$ cat config.mk
export PLATFORM = sky130hd
export DESIGN_NAME = block_sig_monitor
export DESIGN_NICKNAME = d
export VERILOG_FILES = /design/src/rtl/cfm_pkg.sv /design/src/rtl/cfm_decode.sv /design/src/rtl/cfm_accum.sv /design/src/rtl/cfm_status.sv /design/src/rtl/block_sig_monitor.sv
export SDC_FILE = /design/constraint.sdc
export NUM_CORES = 1
export LEC_CHECK = 0
export ABC_AREA = 1
export BUFFER_PORTS_ARGS = -buffer_cell sky130_fd_sc_hd__buf_2
export CAP_MARGIN = 10
export CELL_PAD_IN_SITES_DETAIL_PLACEMENT = 1
export CELL_PAD_IN_SITES_GLOBAL_PLACEMENT = 1
export CORE_ASPECT_RATIO = 0.5
export CORE_MARGIN = 2
export CORE_UTILIZATION = 46
export CTS_CLUSTER_SIZE = 20
export DETAILED_ROUTE_END_ITERATION = 10
export GPL_TIMING_DRIVEN = 0
export PLACE_DENSITY_LB_ADDON = 0.12
export SYNTH_ARGS = -nofsm -noshare
export SYNTH_HDL_FRONTEND = slang
export SYNTH_SLANG_ARGS = --single-unit
$ cat constraint.sdc
create_clock -name clk -period 3.4 [get_ports clk]
set_input_delay 0.17 -clock clk [delete_from_list [all_inputs] [get_ports clk]]
set_output_delay 0.17 -clock clk [all_outputs]
set_load 0.02 [all_outputs]
$ cat src/rtl/cfm_pkg.sv
package cfm_pkg;

   typedef enum logic [2:0] {
      ST_NONE      = 3'd0,
      ST_ZERO_FAIL = 3'd1,
      ST_NEG       = 3'd2,
      ST_NOREF     = 3'd3,
      ST_NOEND     = 3'd4
   } cfm_status_e;

   typedef enum logic [2:0] {
      EV_NONE,
      EV_WORD,
      EV_REF,
      EV_END,
      EV_ENDREF
   } cfm_event_e;

   typedef enum logic [1:0] {
      RUN_IDLE,
      RUN_OPEN,
      RUN_ABORT
   } cfm_run_e;

endpackage

$ cat src/rtl/cfm_decode.sv
module cfm_decode
   import cfm_pkg::*;
(
   input  logic       vld_i,
   input  logic       ref_i,
   input  logic       end_i,
   output cfm_event_e ev_o
);

   always_comb begin
      ev_o = EV_NONE;
      if (vld_i) begin
         unique case ({end_i, ref_i})
            2'b00:   ev_o = EV_WORD;
            2'b01:   ev_o = EV_REF;
            2'b10:   ev_o = EV_END;
            default: ev_o = EV_ENDREF;
         endcase
      end
   end

endmodule

$ cat src/rtl/cfm_accum.sv
module cfm_accum #(
   parameter int CODE_W      = 16,
   parameter int GUARD       = 8,
   parameter bit NEG_CHECK_EN = 1'b1
) (
   input  logic              clk,
   input  logic              rst_n,
   input  logic              load_i,
   input  logic              sub_i,
   input  logic [CODE_W-1:0] code_i,
   output logic              zero_o,
   output logic              trip_o,
   output logic              sign_o
);

   localparam int ACC_W = CODE_W + GUARD;

   logic [ACC_W-1:0] acc_q;
   logic [ACC_W-1:0] code_ext;
   logic [ACC_W-1:0] diff;

   assign code_ext = {{GUARD{1'b0}}, code_i};
   assign diff     = acc_q - code_ext;
   assign zero_o   = (acc_q == '0);
   assign sign_o   = acc_q[ACC_W-1];

   generate
      if (NEG_CHECK_EN) begin : g_trip
         assign trip_o = diff[ACC_W-1];
      end else begin : g_no_trip
         assign trip_o = 1'b0;
      end
   endgenerate

   always_ff @(posedge clk) begin
      if (!rst_n)      acc_q <= '0;
      else if (load_i) acc_q <= code_ext;
      else if (sub_i)  acc_q <= diff;
   end

   // a reference load appears in the accumulator on the next edge
   assert_ref_loads_R1: assert property (@(posedge clk) disable iff (!rst_n)
      load_i |=> (acc_q == $past(code_ext)));

   // a subtraction moves the accumulator by exactly the code
   assert_sub_step_R2: assert property (@(posedge clk) disable iff (!rst_n)
      (sub_i && !load_i) |=> (acc_q + $past(code_ext) == $past(acc_q)));

endmodule

$ cat src/rtl/cfm_status.sv
module cfm_status
   import cfm_pkg::*;
#(
   parameter bit FIRST_WINS = 1'b1
) (
   input  logic        clk,
   input  logic        rst_n,
   input  logic        err_i,
   input  cfm_status_e kind_i,
   input  logic        clr_i,
   output logic        pulse_o,
   output cfm_status_e code_o
);

   logic take;

   generate
      if (FIRST_WINS) begin : g_first
         assign take = err_i && (code_o == ST_NONE || clr_i);
      end else begin : g_last
         assign take = err_i;
      end
   endgenerate

   always_ff @(posedge clk) begin
      if (!rst_n) begin
         pulse_o <= 1'b0;
         code_o  <= ST_NONE;
      end else begin
         pulse_o <= err_i;
         if (take)       code_o <= kind_i;
         else if (clr_i) code_o <= ST_NONE;
      end
   end

   // a pulse always comes with a recorded status
   assert_pulse_has_code_R10: assert property (@(posedge clk) disable iff (!rst_n)
      pulse_o |-> (code_o != ST_NONE));

   // a lone clear empties the status
   assert_clear_empties_R11: assert property (@(posedge clk) disable iff (!rst_n)
      (clr_i && !err_i) |=> (code_o == ST_NONE));

   generate
      if (FIRST_WINS) begin : g_hold_chk
         // without a clear the first captured code is held
         assert_code_sticky_R11: assert property (@(posedge clk) disable iff (!rst_n)
            (code_o != ST_NONE && !clr_i) |=> $stable(code_o));
      end
   endgenerate

endmodule

$ cat src/rtl/block_sig_monitor.sv
module block_sig_monitor
   import cfm_pkg::*;
#(
   parameter int CODE_W       = 16,
   parameter int GUARD        = 8,
   parameter bit NEG_CHECK_EN = 1'b1,
   parameter bit FIRST_WINS   = 1'b1
) (
   input  logic              clk,
   input  logic              rst_n,
   input  logic              fetch_vld,
   input  logic [CODE_W-1:0] fetch_code,
   input  logic              tag_ref,
   input  logic              tag_end,
   input  logic              status_clr,
   output logic              err_pulse,
   output logic [2:0]        err_code
);

   generate
      if (CODE_W < 1) begin : g_bad_code_w
         initial $error("CODE_W must be at least 1");
      end
      if (GUARD < 1) begin : g_bad_guard
         initial $error("GUARD must be at least 1 so a negative result is visible");
      end
   endgenerate

   cfm_event_e  ev;
   cfm_run_e    run_q, run_d;
   logic        load, sub, acc_zero, trip, acc_sign;
   logic        err;
   cfm_status_e kind;
   cfm_status_e code_q;

   cfm_decode u_decode (
      .vld_i (fetch_vld),
      .ref_i (tag_ref),
      .end_i (tag_end),
      .ev_o  (ev)
   );

   cfm_accum #(
      .CODE_W       (CODE_W),
      .GUARD        (GUARD),
      .NEG_CHECK_EN (NEG_CHECK_EN)
   ) u_accum (
      .clk    (clk),
      .rst_n  (rst_n),
      .load_i (load),
      .sub_i  (sub),
      .code_i (fetch_code),
      .zero_o (acc_zero),
      .trip_o (trip),
      .sign_o (acc_sign)
   );

   always_comb begin
      run_d = run_q;
      load  = 1'b0;
      sub   = 1'b0;
      err   = 1'b0;
      kind  = ST_NONE;
      unique case (run_q)
         RUN_IDLE: begin
            unique case (ev)
               EV_WORD, EV_END: begin
                  err  = 1'b1;
                  kind = ST_NOREF;
               end
               EV_REF: begin
                  load  = 1'b1;
                  run_d = RUN_OPEN;
               end
               EV_ENDREF: begin
                  err   = 1'b1;
                  kind  = ST_NOREF;
                  load  = 1'b1;
                  run_d = RUN_OPEN;
               end
               default: ;
            endcase
         end
         RUN_OPEN: begin
            unique case (ev)
               EV_WORD: begin
                  sub = 1'b1;
                  if (trip) begin
                     err   = 1'b1;
                     kind  = ST_NEG;
                     run_d = RUN_ABORT;
                  end
               end
               EV_REF: begin
                  err  = 1'b1;
                  kind = ST_NOEND;
                  load = 1'b1;
               end
               EV_END: begin
                  run_d = RUN_IDLE;
                  if (!acc_zero) begin
                     err  = 1'b1;
                     kind = ST_ZERO_FAIL;
                  end
               end
               EV_ENDREF: begin
                  load = 1'b1;
                  if (!acc_zero) begin
                     err  = 1'b1;
                     kind = ST_ZERO_FAIL;
                  end
               end
               default: ;
            endcase
         end
         RUN_ABORT: begin
            unique case (ev)
               EV_REF, EV_ENDREF: begin
                  load  = 1'b1;
                  run_d = RUN_OPEN;
               end
               EV_END:  run_d = RUN_IDLE;
               default: ;
            endcase
         end
         default: run_d = RUN_IDLE;
      endcase
   end

   always_ff @(posedge clk) begin
      if (!rst_n) run_q <= RUN_IDLE;
      else        run_q <= run_d;
   end

   cfm_status #(
      .FIRST_WINS (FIRST_WINS)
   ) u_status (
      .clk     (clk),
      .rst_n   (rst_n),
      .err_i   (err),
      .kind_i  (kind),
      .clr_i   (status_clr),
      .pulse_o (err_pulse),
      .code_o  (code_q)
   );

   assign err_code = code_q;

   // a stray instruction with no run open always produces a pulse
   assert_stray_word_R6: assert property (@(posedge clk) disable iff (!rst_n)
      (run_q == RUN_IDLE && ev == EV_WORD) |=> err_pulse);

   // an idle fetch strobe never causes an error pulse
   assert_idle_quiet_R9: assert property (@(posedge clk) disable iff (!rst_n)
      (!fetch_vld) |=> !err_pulse);

   generate
      if (NEG_CHECK_EN) begin : g_neg_chk
         // an open run never carries a negative accumulator
         assert_open_nonneg_R4: assert property (@(posedge clk) disable iff (!rst_n)
            (run_q == RUN_OPEN) |-> !acc_sign);
      end
   endgenerate

endmodule

==> out/results.txt <==
The count of buffers inserted at the top-level ports is 25. Critical path's top delay family: simple AND/OR/NAND/NOR gates. The synthesized area per cell was 6.73 um^2. The final number of setup-violating endpoints came out at 0. The number of antenna violations at the first check in global routing came out at 0. The worst register-to-register path begins at u_accum.acc_q[0]$_SDFFE_PN0P_.

For the worst flop-to-flop path, the logic depth is 13. The signal on the critical path passes through inv_1, ha_1, fa_1, o21ai_1, nand3_1, nand2_1, a21oi_2, o21ai_2, nand2_1, nand2_1, nor2_1, xor2_1, nor2_1. The period utilization works out to 73.3%. Net switching share of the total power: 35.4%.

The number of max-slew violations in the final report came out at 0. At the end of the flow, the number of nets in the layout was 440. Standard cell with the maximum stage delay on the critical path: sky130_fd_sc_hd__fa_1. For this design the top-level I/O count stands at 26. The first TritonRoute pass finished after 5 iterations. Post-CTS timing repair inserted 0 buffers for setup. The kind of capture point of the worst setup path is a register. The worst-case IR drop observed on VDD is 0.000168 V. The synthesized design contains 30 register bits. The run gives 44 as the number of different library cells in the post-synthesis netlist. The number of synthesized flops with an enable pin is 0. For the total number of vias, the log shows 2,575.

The run gives 0.874 as the final weighted congestion in routability-driven placement. The worst max-slew margin expressed relative to the limit came out at 58.3%. In the synthesized netlist the dominant register cell turns out to be sky130_fd_sc_hd__dfxtp_1.

The worst setup path is launched from a register. The later-pin clock latency in the skew report was 0.29 ns; the number of max-cap violations was 0. Per report_power, the combinational group accounts for 29.4% of the total. After routing, the total negative slack on setup checks comes to 0 ns.

Of the cells placed in the final design, the portion with a size suffix greater than 1 is 18.8%. For hold timing, the worst endpoint is run_q[0]$_SDFFE_PN0P_. After layout, the minimum clock period comes to 2.49 ns. Cell internal power was estimated by the tool at 604 uW. Pin count of the biggest net entering global routing: 11. The number of nets produced by synthesis is 408. The dominant cell type by count on the critical path was sky130_fd_sc_hd__nand2_1.

For the worst setup path, the data required time is 3.58 ns. Clock tree synthesis selected as its root buffer the cell sky130_fd_sc_hd__clkbuf_8. Based on the critical path, the design can be clocked at up to 401 MHz. Clock skew on the completed layout was measured at 0.00743 ns. The worst-case clock buffer depth was 2. The number of cells produced by synthesis was 366; the total wirelength of the detailed-routed design was 7300 um. The die is 55.8 um tall. TritonCTS built the clock tree. Setup repair after global routing left no endpoint under its margin. For the area enclosed by the die boundary, the log shows 0.00600 mm^2. The sequential share of the synthesized area is 24.4%. The tools report the worst path arrival time as 2.67 ns. Buffer and inverter count on the worst path: 1.

At the pin with the least slew margin, the transition time is 0.625 ns. The maximum fanout along the worst path was 4. Clock tree synthesis found a total of 30 sinks. In the routed layout, each cell is associated on average with a via count of 5.50. The die width is 108 um. Routed length per instance: 15.6 um. In this run the static leakage power is 1.34 nW. The logs give 2,573 for the via count of the first global-routing pass and 0 for the number of diodes added for antenna fixing. The mapped netlist covers 0.00246 mm^2. For this block, the initial DRC count from the detailed router was 112.

Category of the critical setup timing path: reg2reg. The first global-routing pass estimated 11,900 um of wire. Deepest level of the CTS H-tree: 2.

The worst register-to-register path ends at u_accum.acc_q[20]$_SDFFE_PP0P_. The initialized floorplan defines 18 standard-cell rows. Cells fill 54.6% of the core in the end.

Dividing total power by cell area gives a power density of 339 mW/mm^2. Sequential cells account for 40.3% of the total power. In this run, post-CTS repair resized a total of 0 instances.

Setup slack on the worst reg-to-reg path comes out at 0.91 ns. For the number of hold buffers added after CTS, the log shows 0. The clock group share of total power came out at 30.2%. Relative to the synthesized area, the layout overhead comes to 11.8%. The worst min-delay path category was in2reg. The count of nets left with antenna violations once routing finished came out at 0.

Switching component of the power: 331 uW. After synthesis, the share of flip-flops with an asynchronous set or reset is 0%. In this run, CTS created clock tree buffers numbering 5. The initial utilization of the core area, before any placement, comes to 48.9%.

During synthesis, Yosys emitted a total of 0 warnings. The logs give 0 for the number of DRC violations after detailed routing and 25.3% for the all-layer global routing usage. The global route total overflow is 0. The startpoint identified for the worst hold timing path is rst_n. The wire-length estimate of the detail-placed layout is 5820 um. The region available for standard cell placement spans 0.00504 mm^2. The run finished with clean final reports.

The largest single stage delay on the critical path is 0.42 ns. Counting instances, the worst hold path has a depth of 3. After clock tree synthesis, the clock-pin slew on the worst setup and hold paths is 0.07 ns.

The run gives 0 as the hold violation count in the final report.
## logic make-up after synthesis
family / Yosys count / synth area share, %
DFF: 30 / 24.4
adders and majority gates: 20 / 10.5
AOI/OAI and AO/OA: 67 / 16.6
xor gates and xnor gates: 12 / 4.26
buffers and inverters: 62 / 10.1
and+or+nand+nor: 175 / 34.2
## power by group through the flow
stage	combinational [mW]	clock [mW]	sequential, mW
floorplan	0.198	0	0.384
global placement	0.258	0	0.384
detailed placement	0.270	0	0.385
CTS	0.273	0.290	0.377
global route	0.303	0.309	0.378
finish	0.275	0.282	0.377
## worst min-delay path, cell delays in order
cell and delay [ns]:
sky130_fd_sc_hd__buf_2 0.10, sky130_fd_sc_hd__nand2_2 0.05, sky130_fd_sc_hd__inv_1 0.04
## registers in the layout, summed over array words and instances, names as in the netlist
name,flops
run_q,2
u_accum.acc_q,24
u_status.code_o,3
u_status.pulse_o,1
## how the worst max path moves through the flow
stage	to	depth (start not counted)	slack, ns	start
after floorplan	u_accum.acc_q[20]$_SDFFE_PP0P_	13	1.34	u_accum.acc_q[0]$_SDFFE_PN0P_
after global placement	u_accum.acc_q[20]$_SDFFE_PP0P_	13	1.05	u_accum.acc_q[0]$_SDFFE_PN0P_
after detailed placement	u_accum.acc_q[20]$_SDFFE_PP0P_	13	0.98	u_accum.acc_q[0]$_SDFFE_PN0P_
after CTS	u_accum.acc_q[20]$_SDFFE_PP0P_	13	0.95	u_accum.acc_q[0]$_SDFFE_PN0P_
after global routing	u_accum.acc_q[20]$_SDFFE_PP0P_	13	0.74	u_accum.acc_q[0]$_SDFFE_PN0P_
final	u_accum.acc_q[20]$_SDFFE_PP0P_	13	0.91	u_accum.acc_q[0]$_SDFFE_PN0P_
## per-stage QoR
stage	total power, mW	hold slack, ns	cells	setup WS (ns)	cell area (um^2)
5_1_grt	0.991	0.119	468	0.739	2760
3_5_place_dp	0.655	0.392	461	0.981	2680
6_report	0.935	0.0956	468	0.907	2760
4_1_cts	0.940	0.0922	468	0.949	2760
2_1_floorplan	0.582	0.262	366	1.34	2460
3_3_place_gp	0.642	0.387	461	1.05	2680
## cells in the final DEF, fill, tap and decap left out, drive strengths merged
cell type | netlist | routed
a21boi | 1 | 1
a21oi | 33 | 33
a221oi | 3 | 3
a31oi | 9 | 9
and2 | 1 | 1
and3 | 1 | 1
buf | 2 | 27
clkbuf | 2 | 7
clkinv | 1 | 3
dfxtp | 30 | 30
dlygate4sd3 | 1 | 1
fa | 1 | 1
ha | 19 | 19
inv | 56 | 56
nand2 | 92 | 92
nand3 | 16 | 16
nand4 | 7 | 7
nor2 | 46 | 46
nor3 | 6 | 6
nor3b | 1 | 1
nor4 | 2 | 2
o211ai | 1 | 1
o21ai | 13 | 13
o21bai | 1 | 1
o221ai | 2 | 2
o22ai | 3 | 3
o31ai | 1 | 1
or2 | 3 | 3
xnor2 | 7 | 7
xor2 | 5 | 5
## metal layers
layer  GRT usage [%]  routed length, um  part of all wire [%]
met1            32.0               3480                    48
met3            5.27                303                   4.2
met2            42.6               3330                    46
met5               0                  0                     0
met4            9.34                182                   2.5
## final cells by class
class / count / area [um^2]
Fill cell: 713 / 2290
Sequential cell: 30 / 601
Clock inverter: 2 / 10.0
Clock buffer: 5 / 68.8
Tap cell: 70 / 87.6
Timing Repair Buffer: 25 / 125
Buffer: 5 / 32.5
Inverter: 57 / 215
Multi-Input combinational cell: 274 / 1620
## synth_stat cells (all sizes together) (6+ instances only)
library cell	number	share of area, %
o21ai	13	2.8
nand3	16	3.9
nand4	7	1.8
a21oi	33	7.3
inv	56	8.5
a31oi	9	2.3
nor3	6	1.6
ha	19	9.6
nor2	46	8.6
xnor2	7	2.5
dfxtp	30	24
nand2	92	15
Note: power is estimated with default switching activity, not from simulation.
